<file path="src/rtl/uart_txq_pkg.sv">
`timescale 1ns/1ps
package uart_txq_pkg;
  localparam int unsigned NSRC      = 4;
  localparam int unsigned SRC_THR   = 0;
  localparam int unsigned SRC_EMPTY = 1;
  localparam int unsigned SRC_OVF   = 2;
  localparam int unsigned SRC_CTS   = 3;
endpackage

</file>
<file path="src/rtl/txq_fifo.sv">
`timescale 1ns/1ps
module txq_fifo #(
  parameter int unsigned DW    = 8,
  parameter int unsigned DEPTH = 16,
  localparam int unsigned AW   = $clog2(DEPTH),
  localparam int unsigned CW   = $clog2(DEPTH + 1)
) (
  input  logic          clk_i,
  input  logic          rst_ni,
  input  logic          clr_i,
  input  logic          wr_en_i,
  input  logic [DW-1:0] wr_data_i,
  input  logic          pop_i,
  output logic [DW-1:0] rd_data_o,
  output logic [CW-1:0] count_o,
  output logic          full_o,
  output logic          lost_o
);
  logic [DW-1:0] mem_q [DEPTH];
  logic [AW-1:0] wptr_q, rptr_q;
  logic [CW-1:0] cnt_q;
  logic          push, pull;

  function automatic logic [AW-1:0] nxt(input logic [AW-1:0] p);
    return (p == AW'(DEPTH - 1)) ? '0 : p + AW'(1);
  endfunction

  assign full_o = (cnt_q == CW'(DEPTH));
  // fullness judged before a same-cycle pop
  assign push   = wr_en_i & ~full_o & ~clr_i;
  assign lost_o = wr_en_i &  full_o & ~clr_i;
  assign pull   = pop_i & (cnt_q != '0) & ~clr_i;

  always_ff @(posedge clk_i) begin
    if (push) mem_q[wptr_q] <= wr_data_i;
  end

  always_ff @(posedge clk_i or negedge rst_ni) begin
    if (!rst_ni) begin
      wptr_q <= '0;
      rptr_q <= '0;
      cnt_q  <= '0;
    end else if (clr_i) begin
      wptr_q <= '0;
      rptr_q <= '0;
      cnt_q  <= '0;
    end else begin
      if (push) wptr_q <= nxt(wptr_q);
      if (pull) rptr_q <= nxt(rptr_q);
      case ({push, pull})
        2'b10:   cnt_q <= cnt_q + CW'(1);
        2'b01:   cnt_q <= cnt_q - CW'(1);
        default: cnt_q <= cnt_q;
      endcase
    end
  end

  assign rd_data_o = mem_q[rptr_q];
  assign count_o   = cnt_q;
endmodule

</file>
<file path="src/rtl/txq_cts_sync.sv">
`timescale 1ns/1ps
module txq_cts_sync #(
  parameter logic RST_VAL = 1'b1
) (
  input  logic clk_i,
  input  logic rst_ni,
  input  logic cts_i,
  output logic chg_o
);
  logic [1:0] sync_q;
  logic       prev_q;

  always_ff @(posedge clk_i or negedge rst_ni) begin
    if (!rst_ni) begin
      sync_q <= {2{RST_VAL}};
      prev_q <= RST_VAL;
    end else begin
      sync_q <= {sync_q[0], cts_i};
      prev_q <= sync_q[1];
    end
  end

  assign chg_o = sync_q[1] ^ prev_q;
endmodule

</file>
<file path="src/rtl/txq_irq.sv">
`timescale 1ns/1ps
module txq_irq
  import uart_txq_pkg::*;
(
  input  logic            clk_i,
  input  logic            rst_ni,
  input  logic            clr_i,
  input  logic            thr_i,
  input  logic            drained_i,
  input  logic            lost_i,
  input  logic            cts_chg_i,
  input  logic [NSRC-1:0] en_i,
  output logic            ovf_o,
  output logic            irq_o
);
  logic            ovf_q, cts_q;
  logic [NSRC-1:0] pend;

  always_ff @(posedge clk_i or negedge rst_ni) begin
    if (!rst_ni) begin
      ovf_q <= 1'b0;
      cts_q <= 1'b0;
    end else if (clr_i) begin
      ovf_q <= 1'b0;
      cts_q <= 1'b0;
    end else begin
      ovf_q <= ovf_q | lost_i;
      cts_q <= cts_q | cts_chg_i;
    end
  end

  always_comb begin
    pend            = '0;
    pend[SRC_THR]   = thr_i;
    pend[SRC_EMPTY] = drained_i;
    pend[SRC_OVF]   = ovf_q;
    pend[SRC_CTS]   = cts_q;
  end

  assign ovf_o = ovf_q;
  assign irq_o = |(pend & en_i);
endmodule

</file>
<file path="src/rtl/uart_txq_status.sv">
`timescale 1ns/1ps
module uart_txq_status
  import uart_txq_pkg::*;
#(
  parameter int unsigned DW    = 8,
  parameter int unsigned DEPTH = 16,
  localparam int unsigned CW   = $clog2(DEPTH + 1)
) (
  input  logic            clk_i,
  input  logic            rst_ni,
  input  logic            wr_en_i,
  input  logic [DW-1:0]   wr_data_i,
  input  logic            pop_i,
  input  logic            ser_busy_i,
  input  logic            cts_i,
  input  logic [CW-1:0]   trig_lvl_i,
  input  logic [NSRC-1:0] irq_en_i,
  input  logic            clr_i,
  output logic [DW-1:0]   rd_data_o,
  output logic            rd_valid_o,
  output logic            ready_o,
  output logic            wr_busy_o,
  output logic            ovf_o,
  output logic            irq_o
);
  logic [CW-1:0] count;
  logic          full, lost, cts_chg;

  txq_fifo #(.DW(DW), .DEPTH(DEPTH)) u_fifo (
    .clk_i, .rst_ni, .clr_i, .wr_en_i, .wr_data_i, .pop_i,
    .rd_data_o, .count_o(count), .full_o(full), .lost_o(lost)
  );

  txq_cts_sync #(.RST_VAL(1'b1)) u_cts (
    .clk_i, .rst_ni, .cts_i, .chg_o(cts_chg)
  );

  txq_irq u_irq (
    .clk_i, .rst_ni, .clr_i,
    .thr_i     (count <= trig_lvl_i),
    .drained_i ((count == '0) && !ser_busy_i),
    .lost_i    (lost),
    .cts_chg_i (cts_chg),
    .en_i      (irq_en_i),
    .ovf_o, .irq_o
  );

  assign rd_valid_o = (count != '0);
  assign ready_o    = ~full;
  assign wr_busy_o  = (count != '0) | ser_busy_i;
endmodule

</file>
<file path="config.mk">
export PLATFORM = sky130hd
export DESIGN_NAME = uart_txq_status
export DESIGN_NICKNAME = d
export VERILOG_FILES = /design/src/rtl/uart_txq_pkg.sv /design/src/rtl/txq_fifo.sv /design/src/rtl/txq_cts_sync.sv /design/src/rtl/txq_irq.sv /design/src/rtl/uart_txq_status.sv
export SDC_FILE = /design/constraint.sdc
export NUM_CORES = 1
export LEC_CHECK = 0
export CAP_MARGIN = 20
export CORE_MARGIN = 2
export CORE_UTILIZATION = 40
export DETAILED_ROUTE_END_ITERATION = 12
export PLACE_DENSITY = 0.6
export SKIP_LAST_GASP = 1
export SYNTH_ARGS = -nofsm -noshare
export SYNTH_HDL_FRONTEND = slang
export SYNTH_HIERARCHICAL = 1
export SYNTH_SLANG_ARGS = --single-unit
</file>
<file path="constraint.sdc">
create_clock -name clk_i -period 3.68 [get_ports clk_i]
set_clock_uncertainty 0.2 [all_clocks]
set_input_delay 0.552 -clock clk_i [delete_from_list [all_inputs] [get_ports clk_i]]
set_output_delay 0.552 -clock clk_i [all_outputs]
set_load 0.02 [all_outputs]
</file>
# After elaboration in Yosys (flattened, before gate mapping)
# Memories as Yosys holds them, arrays and structs flattened.
# Cells that the tools add are included.
[word_totals]
register_bits = 18
ram_bits = 128
inputBits = 24
output_inout_bits = 13
wordCells = 51
memories = 1
[mem_list]
columns = ["name", "words", "word_bits", "read_ports", "rd_ports_with_merged_regs", "write_ports", "line", "source"]
rows = [
  ["u_fifo.mem_q", 16, 8, 1, 0, 1, "txq_fifo.sv:19", "logic [DW-1:0] mem_q [DEPTH];"],
]
[classes]
addsub = 4
n_lt_le_gt_ge = 1
eq_ne = 5
muxes = 12
bitwise = 13
reduce_logical = 8
[ops]
columns = ["operator", "count"]
rows = [
  ["4-bit 2-to-1 mux", 6],
  ["5-bit case mux with 2 select lines", 1],
  ["4-bit by 1-bit adder with 4-bit output, second input constant", 2],
  ["4-bit == test, second input constant", 2],
  ["1-bit AND", 6],
  ["5-bit by 1-bit adder with 5-bit output, second input constant", 1],
  ["5-bit == test, second input constant", 1],
  ["5-bit less-or-equal comparator", 1],
  ["5-bit logical NOT", 1],
  ["5-bit 2-to-1 mux", 1],
  ["5-bit nonzero test", 1],
  ["5-bit by 1-bit subtractor with 5-bit output, second input constant", 1],
  ["4-bit AND", 1],
  ["1-bit 2-to-1 mux", 4],
  ["2-bit nonzero test", 2],
  ["4-bit OR reduction", 1],
  ["1-bit OR", 3],
  ["3-bit nonzero test", 1],
  ["2-bit by 1-bit == test with 1-bit output, second input constant", 1],
  ["2-bit == test, second input constant", 1],
  ["1-bit inverter", 2],
  ["1-bit logical AND", 1],
  ["1-bit logical NOT", 1],
  ["1-bit bitwise XOR", 1],
]

# Logic depth before layout (Yosys ltp)
[logic_depth]
word_depth = 7
depth_mapped = 11

# Modules after synthesis
# Netlist, hierarchy kept.
[modules_own_cells]
columns = ["mod", "instances", "cells_per_inst", "area_per_inst_um2", "seq_area_each_um2"]
rows = [
  ["txq_fifo", 1, 357, 5884.4, 4169.0],
  ["uart_txq_status", 1, 22, 142.6, 0.0],
  ["txq_cts_sync", 1, 4, 87.6, 78.8],
  ["txq_irq", 1, 9, 83.8, 50.0],
]

# Worst setup path before layout
# OpenSTA, ideal clock, no wires.
[synth_timing]
path_type = "flip-flop to flip-flop"
from = "register u_fifo.cnt_q[1], in the netlist u_fifo/count_o[1]"
to = "register u_fifo.cnt_q[3], in the netlist u_fifo/count_o[3]"
setup_time_ps = 128
t_arrival_ps = 2541
required_ps = 3352
slack_ps = 812
path_stages_with_launch = 12
n_path_buf = 1
period_less_slack_ps = 2868
path_cell_list = "dfrtp_1 > or4_1 > buf_2 > o21ai_2 > a211o_1 > inv_1 > ha_1 > a21o_1 > a21oi_1 > xor2_1 > nor2_1 > mux2_1"
[synth_via]
elab_chain_len = 7
elab_cells_between_ends = 14
cone_classes = "add/sub (2); eq/ne (3); mux (2); bitwise (5); reduce/logical (2)"
[synth_lines]
columns = ["element", "line", "source"]
rows = [
  ["start: declaration", "txq_fifo.sv:21", "logic [CW-1:0] cnt_q;"],
  ["start signal: assignment", "txq_fifo.sv:51", "2'b10: cnt_q <= cnt_q + CW'(1);"],
  ["start signal: assignment", "txq_fifo.sv:52", "2'b01: cnt_q <= cnt_q - CW'(1);"],
  ["start signal: assignment", "txq_fifo.sv:53", "default: cnt_q <= cnt_q;"],
  ["5-bit == test", "txq_fifo.sv:28", "assign full_o = (cnt_q == CW'(DEPTH));"],
  ["1-bit inverter", "txq_fifo.sv:30", "assign push = wr_en_i & ~full_o & ~clr_i;"],
  ["1-bit AND (2 in a row)", "txq_fifo.sv:30", ""],
  ["2-bit by 1-bit == test with 1-bit output or 2-bit == test (tied branches)", "txq_fifo.sv:50", "case ({push, pull})"],
  ["5-bit case mux with 2 select lines", "txq_fifo.sv:50", ""],
  ["5-bit 2-to-1 mux", "txq_fifo.sv:43", "end else if (clr_i) begin"],
]
# Several ways; a longest one is shown, not always the timed one.
# A chain may end at the register's enable or synchronous reset.

# Worst setup path in the final report
[layout_timing]
from = "register u_fifo.rptr_q[2]"
to = "output port rd_data_o[0]"
[layout_via]
elab_chain_len = 1
[layout_lines]
columns = ["element", "line", "source"]
rows = [
  ["start: declaration", "txq_fifo.sv:20", "logic [AW-1:0] wptr_q, rptr_q;"],
  ["start signal: assignment", "txq_fifo.sv:49", "if (pull) rptr_q <= nxt(rptr_q);"],
  ["memory 16 x 8 bit", "n/a", ""],
  ["end: declaration", "uart_txq_status.sv:19", "output logic [DW-1:0] rd_data_o,"],
]
# Every way passes these cells.

==> impl_metrics.env <==
export IMPL_synth_edff_count=128
export IMPL_yosysWarnings=6
export IMPL_cts_tree="yes"
export IMPL_avgSynthCellArea_um2=15.8
export IMPL_crit_required_ns=2.93
export IMPL_min_path_type="flip-flop to flip-flop"
export IMPL_finalHoldViolations=0
export IMPL_die_h_um=128
export IMPL_grt_start_max_net_pins=29
export IMPL_via_per_inst=5.37
export IMPL_finalCriticalPeriod_ns=3.52
export IMPL_synth_area_um2=6200
export IMPL_fin_nets=486
export IMPL_overflow=0
export IMPL_place_gp_congestion=0.787
export IMPL_cts_root_buffer="clkbuf_16"
export IMPL_htreeDepth=4
export IMPL_die_w_um=128
export IMPL_cts_sinks=146
export IMPL_drc=0
export IMPL_dieArea_um2=16500
export IMPL_drt_iter0_drc=259
export IMPL_grt_pass1_vias=3469
export IMPL_grt_use_total=0.161
export IMPL_timing_worst_setup_path_type="flip-flop to output pin"
export IMPL_slew_violations=0
export IMPL_seqCellArea_um2=4300
export IMPL_drtPass1Iterations=4
export IMPL_critPathSlowestCell="clkdlybuf4s50_1"
export IMPL_n_antenna_cell=0
export IMPL_num_vias=3482
export IMPL_synthFlopType="edfxtp_1"
export IMPL_fillers=1197
export IMPL_power_density_nw_per_um2=612
export IMPL_syn_nets=430
export IMPL_cpPeakStageDelay_ns=0.61
export IMPL_setup_viol=0
export IMPL_area_delta_synth_final_pct=21.7
export IMPL_syn_inst=392
export IMPL_post_cts_buffers=0
export IMPL_endpoint_kind="output pin"
export IMPL_drv_cap=0
export IMPL_crit_path_cell_trace="and2_2 -> a221oi_1 -> o21ai_0 -> nand2_1 -> clkdlybuf4s50_1"
export IMPL_cts_buffers=17
export IMPL_core_area_um2=15100
export IMPL_async_reset_ff_frac=0.123
export IMPL_slew_headroom=0.434
export IMPL_rows=45
export IMPL_clk_pin_slew_ns=0.06
export IMPL_hold_slack_ns=0.156
export IMPL_cts_hold_buffers=0
export IMPL_drive_gt1_frac=0.170
export IMPL_path_max_fanout=16
export IMPL_start_util=0.409
export IMPL_ant_nets=0
export IMPL_rsz0062_at_grt="no"
export IMPL_ys_seq_area_frac=0.693
export IMPL_critPathArrivalTime_ns=2.77
export IMPL_power_leakage_uw=0.00262
export IMPL_status="completed"
export IMPL_grt_pass1_wl_um=19600
export IMPL_worstSetupStartpointType="flip-flop"
export IMPL_dpl_hpwl_um=8140
export IMPL_ys_types=45
export IMPL_multi_input_area_um2=1780
export IMPL_pin_count=37
export IMPL_cts_buffer_depth=2
export IMPL_drt_total_wl_um=12300
export IMPL_max_freq_mhz=284
export IMPL_tightest_slew_ns=0.846
export IMPL_clk_latency_ns=0.41
export IMPL_ys_ff_latch=146
export IMPL_fin_tns_setup_ns=0
export IMPL_portBuffers=36
export IMPL_wl_per_cell_um=18.9
export IMPL_peakVddDrop_mv=0.325
export IMPL_antenna_found_initial=0
export IMPL_finalCritPeriodShare=0.958
[power by group]
| part | internal, uW | switching, uW |
|---|---|---|
| clock | 1200 | 653 |
| combinational | 406 | 448 |
| sequential | 1850 | 60.2 |
[cells in the final DEF, fill, tap and decap left out, types with 8 or more instances in the layout]
master,count
a21oi_1,10
a221oi_1,13
a22oi_1,11
buf_4,21
clkbuf_16,17
clkdlybuf4s50_1,36
dfrtp_1,14
edfxtp_1,128
ha_1,13
inv_1,14
mux2i_1,34
mux4_2,16
nand2_1,20
nor2_1,33
o21ai_0,8
[synthesized netlist by cell type (2+ instances only)]
cell type,n,area (um2)
nand2b_1,3,18.8
nor2b_1,3,18.8
ha_1,13,163
nand2_1,20,75.1
inv_1,14,52.6
mux2i_1,34,340
mux4_2,16,360
o21ai_0,8,40.0
nor4_1,2,12.5
nor3_1,5,25.0
and2_1,2,12.5
buf_2,8,40.0
dfstp_2,3,78.8
a22oi_1,11,82.6
dfrtp_1,15,375
nor2_1,33,124
o21ai_1,2,10.0
mux2_1,4,45.0
xor2_1,4,35.0
or3_1,2,12.5
a21oi_1,10,50.1
a31oi_1,2,12.5
edfxtp_1,128,3840
a21o_1,3,22.5
buf_1,3,11.3
a221oi_1,16,140
clkbuf_1,10,37.5
[what timing repair did]
| action | in CTS | in global routing |
|---|---|---|
| setup endpoints to repair | 0 | 8 |
| resized for setup | 0 | 4 |
| endpoints found under the hold margin | 0 | 0 |
[worst paths after layout]
kind | startpoint | to | slack [ns] | cells after the start
worst min register to register | u_cts/sync_q[0]$_DFF_PN1_ | u_cts/sync_q[1]$_DFF_PN1_ | 0.16 | 0
worst min-delay path | u_cts/sync_q[0]$_DFF_PN1_ | u_cts/sync_q[1]$_DFF_PN1_ | 0.16 | 0
max in group asynchronous | rst_ni | u_fifo/rptr_q[0]$_DFFE_PN0P_ | 2.28 | 1
worst max register to register | u_fifo/count_o[1]$_DFFE_PN0P_ | u_fifo/count_o[3]$_DFFE_PN0P_ | 0.48 | 10
min in group asynchronous | rst_ni | u_irq/cts_q$_DFF_PN0_ | 0.42 | 1
worst max-delay path | u_fifo/rptr_q[2]$_DFFE_PN0P_ | rd_data_o[0] | 0.16 | 5
[critical path, delay by kind of cell, from the launching register on]
kind | cells | cell delay, ns
AO/OA/AOI/OAI | 2 | 0.68
buffers and inverters | 1 | 0.61
flip-flops | 1 | 0.54
AND/OR/NAND/NOR | 2 | 0.52
[sequential cells by signal (all words and copies together), names as in the netlist]
signal / count
u_irq/cts_q: 1
u_fifo/rptr_q: 4
u_cts/prev_q: 1
u_fifo/wptr_q: 4
u_fifo/mem_q: 128
u_fifo/count_o: 5
u_cts/sync_q: 2
u_irq/ovf_o: 1
[metrics by stage]
stage          power (uW)  instance area, um2  setup slack (ns)  cells   util
2_1_floorplan        2510                6200             0.812    392      -
3_3_place_gp         2780                6880             0.400    617  0.455
3_5_place_dp         2800                6880             0.386    617  0.455
4_1_cts              4660                7520           0.00536    648  0.497
5_1_grt              4800                7540           0.00932    648  0.498
6_report             4620                7540             0.156    648  0.498
[per-layer routing]
layer	routed length, um	track usage	vias up
li1	-	-	1640
met2	5890	0.246	67
met3	421	0.0395	13
met4	166	0.0627	0
met5	0	0	-
met1	5800	0.224	1762
[final cells by class]
type                       count  share of cell area
inverter                      14             0.00697
clock buffer                  18              0.0569
timing repair buffer          58              0.0713
tap                          188              0.0312
sequential                   146               0.570
clock inverter                13              0.0275
multi-input combinational    211               0.236
[cell families after synthesis]
logic type / share of synthesized area
multiplexers: 0.122
flip-flops: 0.693
AO/OA/AOI/OAI: 0.0704
AND/OR/NAND/NOR: 0.0547
XOR/XNOR: 0.00706
adder cells (fa/ha/maj): 0.0295
buffers and inverters: 0.0228
Note: power is estimated with default switching activity, not from simulation.
